## src/rtl/sdram_dec_pkg.sv

```systemverilog
// Package: shared command encoding for the SDRAM command decoder.
// The command index is also the bit position in the one-hot output.
package sdram_dec_pkg;
    localparam int NCMD  = 10;
    localparam int CMD_W = $clog2(NCMD);

    typedef enum logic [CMD_W-1:0] {
        C_INHIBIT  = 4'd0,
        C_NOP      = 4'd1,
        C_ACTIVE   = 4'd2,
        C_READ     = 4'd3,
        C_WRITE    = 4'd4,
        C_BTERM    = 4'd5,
        C_PRECH    = 4'd6,
        C_AREF     = 4'd7,
        C_SREF     = 4'd8,
        C_LOADMODE = 4'd9
    } cmd_e;
endpackage

```

## src/rtl/sdram_cmd_classify.sv

```systemverilog
// Module: sdram_cmd_classify
// Does: a purely combinational decode of the select, strobe and clock-enable
//       levels into a command code.
// Assumes: inputs are already synchronous to the sampling clock; the result
//          is registered downstream.
module sdram_cmd_classify
    import sdram_dec_pkg::*;
(
    input  logic sel_n,
    input  logic rowstb_n,
    input  logic colstb_n,
    input  logic wren_n,
    input  logic clk_en,
    output cmd_e cmd
);
    // Purpose: map select, clock enable and strobe pattern to one command.
    always_comb begin
        cmd = C_NOP;
        if (sel_n) begin
            cmd = C_INHIBIT;
        end else if (!clk_en) begin
            // Only the refresh pattern is meaningful while clock enable is low.
            if ({rowstb_n, colstb_n, wren_n} == 3'b001) cmd = C_SREF;
            else                                          cmd = C_NOP;
        end else begin
            case ({rowstb_n, colstb_n, wren_n})
                3'b111:  cmd = C_NOP;
                3'b011:  cmd = C_ACTIVE;
                3'b101:  cmd = C_READ;
                3'b100:  cmd = C_WRITE;
                3'b110:  cmd = C_BTERM;
                3'b010:  cmd = C_PRECH;
                3'b001:  cmd = C_AREF;
                default: cmd = C_LOADMODE;
            endcase
        end
    end

    // with clock enable low only NOP, SELF REFRESH or INHIBIT can result.
    always_comb begin
        if (!clk_en) begin
            p_cke_low_r3: assert (cmd == C_NOP || cmd == C_SREF || cmd == C_INHIBIT);
        end
    end
endmodule

```

## src/rtl/sdram_addr_fields.sv

```systemverilog
// Module: sdram_addr_fields
// Does: loads the address-derived fields only on the commands that own them,
//       and keeps the sticky protocol-error flag.
// Assumes: cmd is the combinational decode of the same cycle's inputs;
//          COL_W <= AP_BIT < MODE_W < ROW_W.
module sdram_addr_fields
    import sdram_dec_pkg::*;
#(
    parameter int ROW_W  = 13,
    parameter int COL_W  = 10,
    parameter int BA_W   = 2,
    parameter int MODE_W = 12,
    parameter int AP_BIT = 10
) (
    input  logic              clk,
    input  logic              rst_n,
    input  cmd_e              cmd,
    input  logic [BA_W-1:0]   bank_in,
    input  logic [ROW_W-1:0]  addr_in,
    output logic [BA_W-1:0]   bank,
    output logic [ROW_W-1:0]  row,
    output logic [COL_W-1:0]  col,
    output logic              auto_pre,
    output logic              pre_all,
    output logic [MODE_W-1:0] mode_op,
    output logic              proto_err
);
    localparam int RSV_BIT = MODE_W;   // must be low during a mode load

    logic is_colacc;
    logic ap_flag;
    assign is_colacc = (cmd == C_READ) || (cmd == C_WRITE);
    assign ap_flag   = addr_in[AP_BIT];

    // Purpose: row address register, loaded by ACTIVE.
    always_ff @(posedge clk) begin
        if (!rst_n)                row <= '0;
        else if (cmd == C_ACTIVE)  row <= addr_in;
    end

    // Purpose: bank register, loaded by ACTIVE, column access or single-bank precharge.
    always_ff @(posedge clk) begin
        if (!rst_n)
            bank <= '0;
        else if (cmd == C_ACTIVE || is_colacc || (cmd == C_PRECH && !ap_flag))
            bank <= bank_in;
    end

    // Purpose: column and auto-precharge registers, loaded by READ or WRITE.
    always_ff @(posedge clk) begin
        if (!rst_n) begin
            col      <= '0;
            auto_pre <= 1'b0;
        end else if (is_colacc) begin
            col      <= addr_in[COL_W-1:0];
            auto_pre <= ap_flag;
        end
    end

    // Purpose: all-bank flag register, loaded by PRECHARGE.
    always_ff @(posedge clk) begin
        if (!rst_n)               pre_all <= 1'b0;
        else if (cmd == C_PRECH)  pre_all <= ap_flag;
    end

    // Purpose: mode opcode register and sticky reserved-bit error.
    always_ff @(posedge clk) begin
        if (!rst_n) begin
            mode_op   <= '0;
            proto_err <= 1'b0;
        end else if (cmd == C_LOADMODE) begin
            mode_op <= addr_in[MODE_W-1:0];
            if (addr_in[RSV_BIT]) proto_err <= 1'b1;
        end
    end

    // the row register holds unless an ACTIVE is decoded.
    p_row_hold_r9: assert property (@(posedge clk) disable iff (!rst_n)
        (cmd != C_ACTIVE) |=> $stable(row));
    // the opcode holds unless a LOAD MODE is decoded.
    p_mode_hold_r9: assert property (@(posedge clk) disable iff (!rst_n)
        (cmd != C_LOADMODE) |=> $stable(mode_op));
    // an all-bank precharge leaves the bank register alone.
    p_preall_bank_r7: assert property (@(posedge clk) disable iff (!rst_n)
        (cmd == C_PRECH && ap_flag) |=> $stable(bank));
    // once set, the error flag stays set.
    p_err_sticky_r8: assert property (@(posedge clk) disable iff (!rst_n)
        proto_err |=> proto_err);
endmodule

```

## src/rtl/sdram_mask_pipe.sv

```systemverilog
// Module: sdram_mask_pipe
// Does: turns per-byte masks into a same-cycle write enable and a read
//       output enable delayed by RD_LAT edges.
// Assumes: RD_LAT >= 2; the mask is sampled every cycle whatever the command.
module sdram_mask_pipe #(
    parameter int LANES  = 2,
    parameter int RD_LAT = 2
) (
    input  logic             clk,
    input  logic             rst_n,
    input  logic [LANES-1:0] byte_mask,
    output logic [LANES-1:0] wr_byte_en,
    output logic [LANES-1:0] rd_oe
);
    localparam int TOP = RD_LAT - 1;

    // Purpose: the write path uses the mask with no delay.
    assign wr_byte_en = ~byte_mask;

    for (genvar g = 0; g < LANES; g++) begin : g_lane
        logic [TOP:0] stage;

        // Purpose: per-lane shift register carrying the read enable forward.
        always_ff @(posedge clk) begin
            if (!rst_n) stage <= '0;
            else        stage <= {stage[TOP-1:0], ~byte_mask[g]};
        end
        assign rd_oe[g] = stage[TOP];

        if (RD_LAT == 2) begin : g_chk
            // an unmasked byte enables the read output two edges later.
            p_rdoe_on_r11: assert property (@(posedge clk) disable iff (!rst_n)
                !byte_mask[g] |=> ##1 rd_oe[g]);
            // a masked byte disables the read output two edges later.
            p_rdoe_off_r11: assert property (@(posedge clk) disable iff (!rst_n)
                byte_mask[g] |=> ##1 !rd_oe[g]);
        end
    end
endmodule

```

## src/rtl/sdram_cmd_decoder.sv

```systemverilog
// Module: sdram_cmd_decoder (top)
// Does: samples the device-side control bus each rising edge and produces a
//       registered one-hot command, the address fields and mask enables.
// Assumes: single-data-rate bus, x16 organisation with two byte lanes.
module sdram_cmd_decoder
    import sdram_dec_pkg::*;
#(
    parameter int ROW_W  = 13,
    parameter int COL_W  = 10,
    parameter int BA_W   = 2,
    parameter int MODE_W = 12,
    parameter int LANES  = 2,
    parameter int RD_LAT = 2
) (
    input  logic              clk,
    input  logic              rst_n,
    input  logic              sel_n,
    input  logic              rowstb_n,
    input  logic              colstb_n,
    input  logic              wren_n,
    input  logic              clk_en,
    input  logic [BA_W-1:0]   bank_in,
    input  logic [ROW_W-1:0]  addr_in,
    input  logic [LANES-1:0]  byte_mask,
    output logic [NCMD-1:0]   cmd_onehot,
    output logic [BA_W-1:0]   bank,
    output logic [ROW_W-1:0]  row,
    output logic [COL_W-1:0]  col,
    output logic              auto_pre,
    output logic              pre_all,
    output logic [MODE_W-1:0] mode_op,
    output logic              proto_err,
    output logic [LANES-1:0]  wr_byte_en,
    output logic [LANES-1:0]  rd_oe
);
    localparam int AP_BIT = 10;

    cmd_e cmd_now;

    sdram_cmd_classify u_classify (
        .sel_n    (sel_n),
        .rowstb_n (rowstb_n),
        .colstb_n (colstb_n),
        .wren_n   (wren_n),
        .clk_en   (clk_en),
        .cmd      (cmd_now)
    );

    // Purpose: register the decoded command as a one-hot vector.
    always_ff @(posedge clk) begin
        if (!rst_n) cmd_onehot <= NCMD'(1) << C_INHIBIT;
        else        cmd_onehot <= NCMD'(1) << cmd_now;
    end

    sdram_addr_fields #(
        .ROW_W  (ROW_W),
        .COL_W  (COL_W),
        .BA_W   (BA_W),
        .MODE_W (MODE_W),
        .AP_BIT (AP_BIT)
    ) u_fields (
        .clk       (clk),
        .rst_n     (rst_n),
        .cmd       (cmd_now),
        .bank_in   (bank_in),
        .addr_in   (addr_in),
        .bank      (bank),
        .row       (row),
        .col       (col),
        .auto_pre  (auto_pre),
        .pre_all   (pre_all),
        .mode_op   (mode_op),
        .proto_err (proto_err)
    );

    sdram_mask_pipe #(
        .LANES  (LANES),
        .RD_LAT (RD_LAT)
    ) u_mask (
        .clk        (clk),
        .rst_n      (rst_n),
        .byte_mask  (byte_mask),
        .wr_byte_en (wr_byte_en),
        .rd_oe      (rd_oe)
    );

    // exactly one command bit is set every cycle.
    p_one_cmd_r4: assert property (@(posedge clk) disable iff (!rst_n)
        $countones(cmd_onehot) == 1);
    // a deselected bus yields INHIBIT one edge later.
    p_inhibit_r1: assert property (@(posedge clk) disable iff (!rst_n)
        sel_n |=> cmd_onehot[C_INHIBIT]);
    // the refresh pattern with clock enable low yields SELF REFRESH.
    p_sref_r3: assert property (@(posedge clk) disable iff (!rst_n)
        (!sel_n && !clk_en && !rowstb_n && !colstb_n && wren_n) |=> cmd_onehot[C_SREF]);
endmodule

```

## config.mk

```make
export PLATFORM = sky130hd
export DESIGN_NAME = sdram_cmd_decoder
export DESIGN_NICKNAME = d
export VERILOG_FILES = /design/src/rtl/sdram_dec_pkg.sv /design/src/rtl/sdram_cmd_classify.sv /design/src/rtl/sdram_addr_fields.sv /design/src/rtl/sdram_mask_pipe.sv /design/src/rtl/sdram_cmd_decoder.sv
export SDC_FILE = /design/constraint.sdc
export NUM_CORES = 1
export LEC_CHECK = 0
export ABC_AREA = 0
export ABC_CLOCK_PERIOD_IN_PS = 1900
export BUFFER_PORTS_ARGS = -buffer_cell sky130_fd_sc_hd__buf_4
export CORE_MARGIN = 2
export CORE_UTILIZATION = 50
export DETAILED_ROUTE_END_ITERATION = 12
export PLACE_DENSITY = 0.81
export SLEW_MARGIN = 20
export SYNTH_ARGS = -nofsm -noshare
export SYNTH_HDL_FRONTEND = slang
export SYNTH_SLANG_ARGS = --single-unit
```

## constraint.sdc

```tcl
create_clock -name clk -period 1.9 [get_ports clk]
set_input_delay 0.095 -clock clk [delete_from_list [all_inputs] [get_ports clk]]
set_output_delay 0.095 -clock clk [all_outputs]
set_load 0.05 [all_outputs]
```

# == Word level (Yosys, flattened, before mapping) ==
# Cells that the tools add are included.
# classes
eq_ne,12
n_shift,1
n_mux,4
n_bitwise,3
reduce_logical,6
# ops
op,count
4-bit case mux with 7 select lines,1
"3-bit == test, second input constant",4
4-bit two-way mux,3
"1-bit by 4-bit left shift with 10-bit output, first input constant",1
"4-bit by 2-bit == test with 1-bit output, second input constant",2
"4-bit by 3-bit == test with 1-bit output, second input constant",2
"3-bit by 2-bit == test with 1-bit output, second input constant",2
"4-bit == test, second input constant",1
"3-bit by 1-bit == test with 1-bit output, second input constant",1
1-bit logical OR,3
1-bit inverter,2
2-bit inverter,1
2-bit AND reduction,1
1-bit logical AND,1
1-bit zero test,1
# word_totals
register_bits,54
input_bits,24
output_inout_bits,54
wordCells,36

# == Logic depth before layout (Yosys ltp) ==
# Gate-level depths: netlist of run 1.
# depth
depth_word,8
ltp_mapped,6
ltp_nobuf,3

# == Hierarchy ==
# From an unflattened synthesis of run 1, not the netlist that was laid out.
# hier_totals
hier_cells,232
area_unflattened_um2,2213.4
# by_module_without_submodules
mod,n_inst,cells_per_inst,area_per_inst_um2
sdram_addr_fields,1,181,1699.1
sdram_cmd_decoder,1,26,285.3
sdram_mask_pipe,1,12,132.6
sdram_cmd_classify,1,13,96.3

# == Least setup slack after synthesis of run 1 ==
# Ideal clock, no wire load.
# synth_path
path_kind,input -> register
start,input rowstb_n
end,register u_fields.mode_op[0]
arrival_time_ps,950
required_ps,1772
setup_slack_ps,821
stages,4
path_cell_list,or4b_4 > buf_6 > o21ai_2 > a21oi_1
# synth_between
elab_chain_len,5
elab_cells_between_ends,12
classes_between,8 x eq/ne; 4 x mux
# synth_lines
item,line,rtl
"start, declared",sdram_cmd_decoder.sv:18,"input logic rowstb_n,"
3-bit by 1-bit == test with 1-bit output (tied with other cells),"sdram_cmd_classify.sv:23, sdram_cmd_classify.sv:26",
4-bit case mux with 7 select lines or 4-bit two-way mux (tied branches),"sdram_cmd_classify.sv:26, sdram_cmd_classify.sv:23",
4-bit two-way mux (*),sdram_cmd_classify.sv:21,end else if (!clk_en) begin
4-bit two-way mux (*),sdram_cmd_classify.sv:19,if (sel_n) begin
4-bit == test (*),sdram_addr_fields.sv:71,end else if (cmd == C_LOADMODE) begin
"end signal, assigned",sdram_addr_fields.sv:72,mode_op <= addr_in[MODE_W-1:0];
"end, declared",sdram_addr_fields.sv:25,"output logic [MODE_W-1:0] mode_op,"
# Mark *: on every way between the ends. The rest lies on a longest branch, timed or not.
# A chain may end at the register's enable or synchronous reset.

# == Worst setup path in the final report of run 1 ==
# layout_path
start,input byte_mask[0]
end,output wr_byte_en[0]
# layout_between
elab_chain_len,1
# layout_lines
item,line,rtl
"start, declared",sdram_cmd_decoder.sv:24,"input logic [LANES-1:0] byte_mask,"
2-bit inverter,sdram_mask_pipe.sv:18,assign wr_byte_en = ~byte_mask;
"end, declared",sdram_cmd_decoder.sv:33,"output logic [LANES-1:0] wr_byte_en,"
# Every way passes these cells.

==> impl_metrics.yaml, run 1 <==
cts:
  clk_pin_slew_ps: 90
  cts_inserted_buffers: 5
  cts_root_buf: "clkbuf_8"
  cts_buffer_depth: 2
  clock-sinks: 54
  cts_tree: "yes"
  cts_post_setup_buffers_inserted: 0
  htree_levels: 2
  clk_latency_ps: 290
yosys:
  synth_most_common_cell: "dfxtp_1"
  synth.largest_area_cell: "dfxtp_1"
  ys_async_sr_fraction: 0
  synth_fp_nets: 257
  ys_warn_count: 0
  yosysTopAreaCellShare: 0.5125
  yosys_register_bits: 54
  synthFlopType: "dfxtp_1"
  synthTopCellsByArea: "dfxtp_1, a21oi_1, nand3_1"
  synth_cells: 233
  synthTopCellsByCount: "dfxtp_1, a21oi_1, nand2_1, nand3_1, o21ai_0"
  seq_area_frac_synth: 0.5125
  ys_types: 37
  synth_enable_flop_cells: 0
  syn-cell-area_mm2: 0.002110
  syn_area_per_cell_um2: 9.054
layout:
  layout-drive-gt1-share: 0.3355
  final_cells: 351
  final_area_mm2: 0.002716
  diodes: 0
  num-fill-cells: 343
  area_delta_synth_final_pct: 28.77
  nNetsFinal: 324
  fin_util: 0.6742
power_and_ir_drop:
  p_seq_frac: 0.559
  intPower_mw: 1.538
  combPwrFrac: 0.132
  leakage_nw: 1.100
  swShare: 0.2610
  ir_drop_mv: 0.4141
  p_switching_uw: 543.1
  clockPowerShare: 0.310
  p_per_area_mw_per_mm2: 766.0
flow_run:
  drv_cap: 0
worst_setup_path:
  cp_cell_sequence: "dlygate4sd3_1 -> buf_4 -> inv_1 -> buf_4"
  crit_start: "byte_mask[0]"
  required_ps: 1800
  cp.arrival_ps: 1000
  max_stage_delay_ps: 540
  cp-end-kind: "output pin"
  r2r_setup_slack_ps: 1220
  rr_endpoint: "u_fields.row[12]"
  worstSetupStartpointType: "input pin"
  cp_max_fo: 2
  reg2reg_depth: 2
  criticalPathCategory: "input pin to output pin"
  cpMostUsedCell: "buf_4"
  worstSetupEndpoint: "wr_byte_en[0]"
  r2r-start: "u_fields.row[12]"
  critPathSlowestCell: "dlygate4sd3_1"
sta:
  hold_viol_final: 0
  fin_worst_skew_ps: 0.3899
  period_share: 0.5746
  period_minus_slack_ps: 1092
  max_slew_margin: 0.5865
  rsz0062_at_grt: "no"
  fmax_mhz: 915.9
  setup_viol: 0
  finalSetupTns_ps: 0
  holdWs_ps: 31.37
  worst_slew_pin_slew_ps: 617.6
  final_max_slew_viol_count: 0
floorplanning:
  num_rows: 23
  coreArea_mm2: 0.004029
  start_util: 0.5236
  ios: 78
  die-area_mm2: 0.004755
  die_h_um: 68.96
  fp.dieW_um: 68.96
global_route:
  gr-total-overflow: 0
  grt_pass1_wl_mm: 7.776
  gr-usage-all-layers: 0.2209
  antenna_found_initial: 0
  grt_pass1_vias: 1675
  grt_max_degree: 22
hold_path:
  hold_path_class: "input pin to flop"
detailed_routing:
  vias: 1855
  wl_per_cell_um: 14.40
  dr.pass1.iters: 4
  drt_iter0_markers: 147
  drc_errors: 0
  wirelength_mm: 5.056
  ant_nets: 0
  via_per_inst: 5.285
outcome:
  outcome: "complete, no violations"
placement:
  place_area_mm2: 0.002605
  hpwlAfterDp_mm: 3.700
  gp_congestion: 0.8550
  port_buffers: 77
  dpl.cell_count: 341
cell families (layout without fill, tap and decap cells):
group,Yosys count,after routing,synth area share
buf+inv,27,95,0.08837
simple gates,80,80,0.2034
flops,54,54,0.5125
compound gates,72,72,0.1957
layout by cell type, fill, tap and decap left out:
master         instances
dfxtp_1               54
o2111ai_1              2
clkinv_1               1
or4b_4                 1
o31ai_1                1
clkinv_2               1
o21ai_2                9
dlygate4sd3_1          2
o21ai_1                3
a31oi_1                1
o21a_1                 2
buf_4                 80
nand3b_1               1
nand2b_1               1
nor2b_1                2
nor3_2                 1
nand3_1               27
inv_1                  4
and2b_1                1
a21oi_1               38
nor3_1                 2
and2_1                 2
o21ai_0               15
nor4b_4                1
and3b_1                1
nand2b_2               1
nand4bb_1              2
nand2_1               27
nor4_1                 1
clkbuf_8               6
clkbuf_1               1
a21boi_0               1
and4bb_2               1
nor2_1                 8
worst min-delay path by stage:
stage	start	end	slack, ps	depth (start not counted)
floorplan	byte_mask[0]	u_mask.g_lane[0].stage[0]	160	1
global placement	byte_mask[1]	u_mask.g_lane[1].stage[0]	260	2
detailed placement	byte_mask[0]	u_mask.g_lane[0].stage[0]	260	2
CTS	clk_en	cmd_onehot[8]	20	2
global route	bank_in[0]	u_fields.bank[0]	30	3
finish	clk_en	cmd_onehot[8]	30	2
final cells by class:
class                   count  area, um2  area share
inverters                   5      18.77    0.006909
flip-flops and latches     54       1081      0.3980
clock buffers               7      86.33     0.03178
multi-input cells         152      842.1      0.3100
well taps                  50      62.56     0.02303
clock inverters             1      5.005    0.001842
repair buffers             82      620.6      0.2285
through the flow:
step	setup slack [ps]	total power, mW
after detailed placement	555.0	1.458
final	808.2	2.081
after global routing	745.8	2.153
after floorplan	821.1	1.371
after global placement	585.3	1.455
after CTS	810.5	2.087
power groups by stage:
stage	clock, mW	combinational [mW]	sequential [mW]
after CTS	0.651	0.273	1.16
after floorplan	0	0.123	1.25
final	0.645	0.274	1.16
after global placement	0	0.266	1.19
after detailed placement	0	0.269	1.19
after global routing	0.696	0.292	1.16
state kept, by name, indices dropped and copies added, names as in the netlist:
register / cells
u_fields.row: 13
u_fields.auto_pre: 1
u_fields.col: 10
u_fields.proto_err: 1
u_fields.mode_op: 12
u_fields.pre_all: 1
u_fields.bank: 2
u_mask.g_lane.stage: 4
cmd_onehot: 10
timing repair:
action,CTS,global route
hold endpoints to repair,2,0
endpoints found under the setup margin,0,0
hold buffers,2,0
resized for setup,0,0
worst max-delay path: cells and delay by family:
kind,cells,cell delay (ps)
buf+inv,4,900
layer usage:
metal,part of all wire,up-vias,GRT usage
li1,-,934,-
met1,0.46,856,0.3138
met2,0.48,58,0.3365
met3,0.054,7,0.04383
met4,0.0081,0,0.07108
met5,0,-,0
(Power assumes the default switching activity.)
==> run 2, diff against run 1 <==
--- a/config.mk
+++ b/config.mk
@@ -6,12 +6,12 @@
 export NUM_CORES = 1
 export LEC_CHECK = 0
 export ABC_AREA = 0
-export ABC_CLOCK_PERIOD_IN_PS = 1900
+export ABC_CLOCK_PERIOD_IN_PS = 1090
 export BUFFER_PORTS_ARGS = -buffer_cell sky130_fd_sc_hd__buf_4
 export CORE_MARGIN = 2
-export CORE_UTILIZATION = 50
+export CORE_UTILIZATION = 48
 export DETAILED_ROUTE_END_ITERATION = 12
-export PLACE_DENSITY = 0.81
+export PLACE_DENSITY = 0.78
 export SLEW_MARGIN = 20
 export SYNTH_ARGS = -nofsm -noshare
 export SYNTH_HDL_FRONTEND = slang
==> constraint.sdc (replaced) <==
create_clock -name clk -period 1.09 [get_ports clk]
set_input_delay 0.0545 -clock clk [delete_from_list [all_inputs] [get_ports clk]]
set_output_delay 0.0545 -clock clk [all_outputs]
set_load 0.05 [all_outputs]
==> run 2 against run 1 <==
Sequential power grew 75%. Final cell count grew 4.6%. Clock skew is essentially flat. Flip-flop and latch count is the same. Critical path type unchanged. Highest routed layer unchanged.
==> impl_metrics.yaml, run 2 (synthesis results as in run 1) <==
detailed_routing:
  drt_iter0_markers: 171
  via_per_inst: 5.262
  ant_nets: 0
  wirelength_mm: 5.263
  drc_errors: 0
  vias: 1931
  wl_per_cell_um: 14.34
  dr.pass1.iters: 4
outcome:
  outcome: "complete, no violations"
floorplanning:
  die-area_mm2: 0.004941
  num_rows: 24
  coreArea_mm2: 0.004294
  fp.dieW_um: 70.30
  start_util: 0.4913
  ios: 78
  die_h_um: 70.30
global_route:
  grt_max_degree: 43
  grt_pass1_vias: 1792
  gr-usage-all-layers: 0.2139
  gr-total-overflow: 0
  grt_pass1_wl_mm: 8.542
  antenna_found_initial: 0
cts:
  clk_pin_slew_ps: 100
  hold_buffers: 5
  clock-sinks: 54
  clk_latency_ps: 300
  cts_buffer_depth: 2
  cts_root_buf: "clkbuf_8"
  cts_inserted_buffers: 5
  post_cts_resized: 0
  cts_tree: "yes"
  cts_post_setup_buffers_inserted: 0
  htree_levels: 2
layout:
  largest_register: "u_fields.row"
  largest_register_ffs: 13
  top_regs: "u_fields.row: 13 flops, u_fields.mode_op: 12 flops"
  layout-drive-gt1-share: 0.3556
  nNetsFinal: 338
  final_cell_mix: "buf_4, dfxtp_1, a21oi_1, nand3_1, nand2_1"
  final_area_mm2: 0.002875
  layout.cells.most_common: "buf_4"
  area_delta_synth_final_pct: 36.30
  diodes: 0
worst_setup_path:
  cp_max_fo: 2
  cp-end-kind: "output pin"
  r2r-start: "u_fields.proto_err"
  required_ps: 1040
  criticalPathCategory: "input pin to output pin"
  r2r_setup_slack_ps: 450
  rr_endpoint: "u_fields.proto_err"
  reg2reg_depth: 2
  cp.arrival_ps: 960
  worstSetupStartpointType: "input pin"
hold_path:
  whs_path_depth: 3
  worstHoldStart: "addr_in[8]"
  hold_path_class: "input pin to flop"
  whs_endpoint: "u_fields.col[8]"
placement:
  place_area_mm2: 0.002720
  gp_congestion: 0.7854
  port_buffers: 77
  hpwlAfterDp_mm: 3.740
sta:
  holdWs_ps: 16.83
  period_share: 0.9276
  period_minus_slack_ps: 1011
  hold_viol_final: 0
  worst_slew_pin_slew_ps: 281.7
  final_max_slew_viol_count: 0
  rsz0062_at_grt: "no"
  fin_worst_skew_ps: 0.1203
  max_slew_margin: 0.8122
  fmax_mhz: 989.0
  setup_viol: 0
power_and_ir_drop:
  p_per_area_mw_per_mm2: 1290
  ir_drop_mv: 0.7530
  leakage_nw: 1.175
flow_run:
  drv_cap: 0
[run 2: critical path: stages]
cell and delay (ps):
dlygate4sd3_1 540, buf_4 140, inv_1 40, buf_4 180
[run 2: layout make-up]
class,count,area [um2]
Sequential cell,54,1081
Timing Repair Buffer,96,773.2
Clock inverter,2,12.51
Clock buffer,6,82.58
Tap cell,52,65.06
Fill cell,360,1419
Inverter,5,18.77
Multi-Input combinational cell,152,842.1
[run 2: stage by stage]
stage                     TNS, ps  cells  setup slack (ps)    util  total power [mW]
after CTS                       0    366             84.53  0.6672             3.722
after global routing            0    367             54.01  0.6696             3.854
after global placement      -1069    353            -126.3  0.6335             2.578
after floorplan                 0    233             51.63       -             2.390
after detailed placement    -1413    353            -165.8  0.6335             2.585
final                           0    367             78.91  0.6696             3.709
[run 2: how the worst max path moves through the flow]
| stage | to | start | cells after the start | slack, ps |
|---|---|---|---|---|
| after floorplan | u_fields.mode_op[0] | rowstb_n | 4 | 50 |
| after global placement | u_fields.mode_op[10] | rowstb_n | 4 | -130 |
| after detailed placement | u_fields.mode_op[9] | rowstb_n | 4 | -170 |
| after CTS | wr_byte_en[1] | byte_mask[1] | 4 | 80 |
| after global routing | wr_byte_en[1] | byte_mask[1] | 4 | 50 |
| final | wr_byte_en[1] | byte_mask[1] | 4 | 80 |
[run 2: power breakdown]
group	switching, mW	total (mW)	internal [mW]
Sequential	0.0163	2.03	2.01
Combinational	0.332	0.532	0.200
Clock	0.640	1.15	0.512
[run 2: routing by layer]
layer	track usage	share of wire	up-vias	wire length, um
met5	0	0	-	0
met4	0.07051	0.018	0	94
met3	0.05916	0.053	8	280
met2	0.3323	0.48	58	2519
met1	0.2869	0.45	897	2369
li1	-	-	968	-
==> run 3, diff against run 2 <==
--- a/config.mk
+++ b/config.mk
@@ -12,6 +12,7 @@
 export CORE_UTILIZATION = 48
 export DETAILED_ROUTE_END_ITERATION = 12
 export PLACE_DENSITY = 0.78
+export REMOVE_ABC_BUFFERS = 1
 export SLEW_MARGIN = 20
 export SYNTH_ARGS = -nofsm -noshare
 export SYNTH_HDL_FRONTEND = slang
==> run 3 against run 2 <==
Via count up 2.1%. Flip-flop and latch count unchanged. Worst hold slack worse by 13 ps. First-iteration DRC count down 25%. Global-route usage up 1.3 points. Combinational power up 3.9%. Final area up 2.9%. Total power up 0.66%. Wire length up 3.8%. Highest routed layer unchanged.
==> impl_metrics.yaml, run 3 (synthesis results as in run 1) <==
sta:
  fin_worst_skew_ps: 0.5571
  setup_viol: 0
  hold_viol_final: 0
  setup_ws_ps: 71.62
  fmax_mhz: 982.0
  max_slew_margin: 0.7845
  period_minus_slack_ps: 1018
  worst_slew_pin_slew_ps: 323.3
  final_max_slew_viol_count: 0
  finalSetupTns_ps: 0
  period_share: 0.9343
  rsz0062_at_grt: "no"
flow_run:
  drv_cap: 0
worst_setup_path:
  required_ps: 1040
  worstSetupStartpointType: "input pin"
  cp_max_fo: 2
  cp.arrival_ps: 960
  criticalPathCategory: "input pin to output pin"
  cp-end-kind: "output pin"
power_and_ir_drop:
  p_per_area_mw_per_mm2: 1262
  clockPowerShare: 0.309
  power_mw: 3.734
  intPower_mw: 2.690
  p_switching_mw: 1.044
  p_seq_frac: 0.543
  leakage_nw: 1.222
  combPwrFrac: 0.148
  ir_drop_mv: 0.8058
  swShare: 0.2796
global_route:
  antenna_found_initial: 0
  grt_pass1_vias: 1823
  gr-usage-all-layers: 0.2270
  grt_max_degree: 25
  grt_pass1_wl_mm: 8.845
  gr-total-overflow: 0
layout:
  layout.cells.most_common: "buf_4"
  top_regs: "u_fields.row: 13 flops, u_fields.mode_op: 12 flops"
  nNetsFinal: 349
  layout-drive-gt1-share: 0.3620
  largest_register_ffs: 13
  num-fill-cells: 351
  final_cells: 378
  final_cell_mix: "buf_4, dfxtp_1, a21oi_1, nand3_1, nand2_1"
  diodes: 0
  area_delta_synth_final_pct: 40.21
  largest_register: "u_fields.row"
  fin_util: 0.6888
cts:
  htree_levels: 2
  cts_tree: "yes"
  clock-sinks: 54
  clk_pin_slew_ps: 90
  cts_post_setup_buffers_inserted: 0
  cts_inserted_buffers: 5
  clk_latency_ps: 320
  cts_buffer_depth: 2
  cts_root_buf: "clkbuf_8"
  post_cts_resized: 0
detailed_routing:
  vias: 1972
  drc_errors: 0
  wirelength_mm: 5.463
  wl_per_cell_um: 14.45
  via_per_inst: 5.217
  dr.pass1.iters: 4
  ant_nets: 0
  drt_iter0_markers: 129
floorplanning:
  coreArea_mm2: 0.004294
  die_h_um: 70.30
  die-area_mm2: 0.004941
  start_util: 0.4913
  fp.dieW_um: 70.30
  num_rows: 24
  ios: 78
placement:
  hpwlAfterDp_mm: 3.856
  dpl.cell_count: 359
  gp_congestion: 0.7589
  preCtsSetupSlack_ps: -148.2
  port_buffers: 77
outcome:
  outcome: "complete, no violations"
hold_path:
  hold_path_class: "input pin to flop"
run 3: cell types whose count changed in the layout (fill, tap and decap cells not counted), sizes merged:
cell / before / now
clkinv: 2 / 4
clkbuf: 6 / 5
dlygate4sd3: 6 / 11
clkinvlp: 1 / 0
buf: 90 / 96
run 3: area by class of cell:
type / instances / area, um2 / share of cell area
Inverter: 5 / 18.77 / 0.006345
Timing Repair Buffer: 107 / 855.8 / 0.2893
Clock buffer: 5 / 68.82 / 0.02327
Clock inverter: 3 / 26.28 / 0.008883
Sequential cell: 54 / 1081 / 0.3655
Multi-Input combinational cell: 152 / 842.1 / 0.2847
Tap cell: 52 / 65.06 / 0.02200
run 3: what timing repair did:
action / 4_1_cts / 5_1_grt
hold endpoints to repair: 12 / 0
setup endpoints to repair: 0 / 0
hold buffers: 11 / 0
run 3: path summary, 6_finish.rpt:
| kind | start | end | slack [ps] | depth (start not counted) |
|---|---|---|---|---|
| setup / recovery | byte_mask[0] | wr_byte_en[0] | 70 | 4 |
| setup reg to reg | u_fields.mode_op[5] | u_fields.mode_op[5] | 410 | 2 |
| hold reg to reg | u_mask.g_lane[0].stage[0] | u_mask.g_lane[0].stage[1] | 450 | 1 |
| hold / removal | addr_in[0] | u_fields.col[0] | 4 | 3 |
run 3: per-layer routing:
metal	GRT usage	share of wire	wire length, um
met2	0.3868	0.52	2843
met1	0.2820	0.41	2216
met3	0.03175	0.048	262
met5	0	0	0
met4	0.1047	0.026	141
run 3: critical path: stages:
cell and delay (ps):
dlygate4sd3_1 540, buf_4 140, inv_1 40, buf_4 180
run 3: power groups by stage:
stage	Sequential [mW]	Clock, mW	Combinational (mW)
global placement	2.07	0	0.515
CTS	2.03	1.17	0.554
global route	2.03	1.23	0.591
finish	2.03	1.15	0.553
floorplan	2.19	0	0.133
detailed placement	2.07	0	0.521
run 3: stage by stage:
stage	cell area, um2	hold WS, ps
finish	2958	4.003
global route	2958	6.949
CTS	2958	0.2307
detailed placement	2753	220.5
global placement	2753	216.0
floorplan	1942	121.2
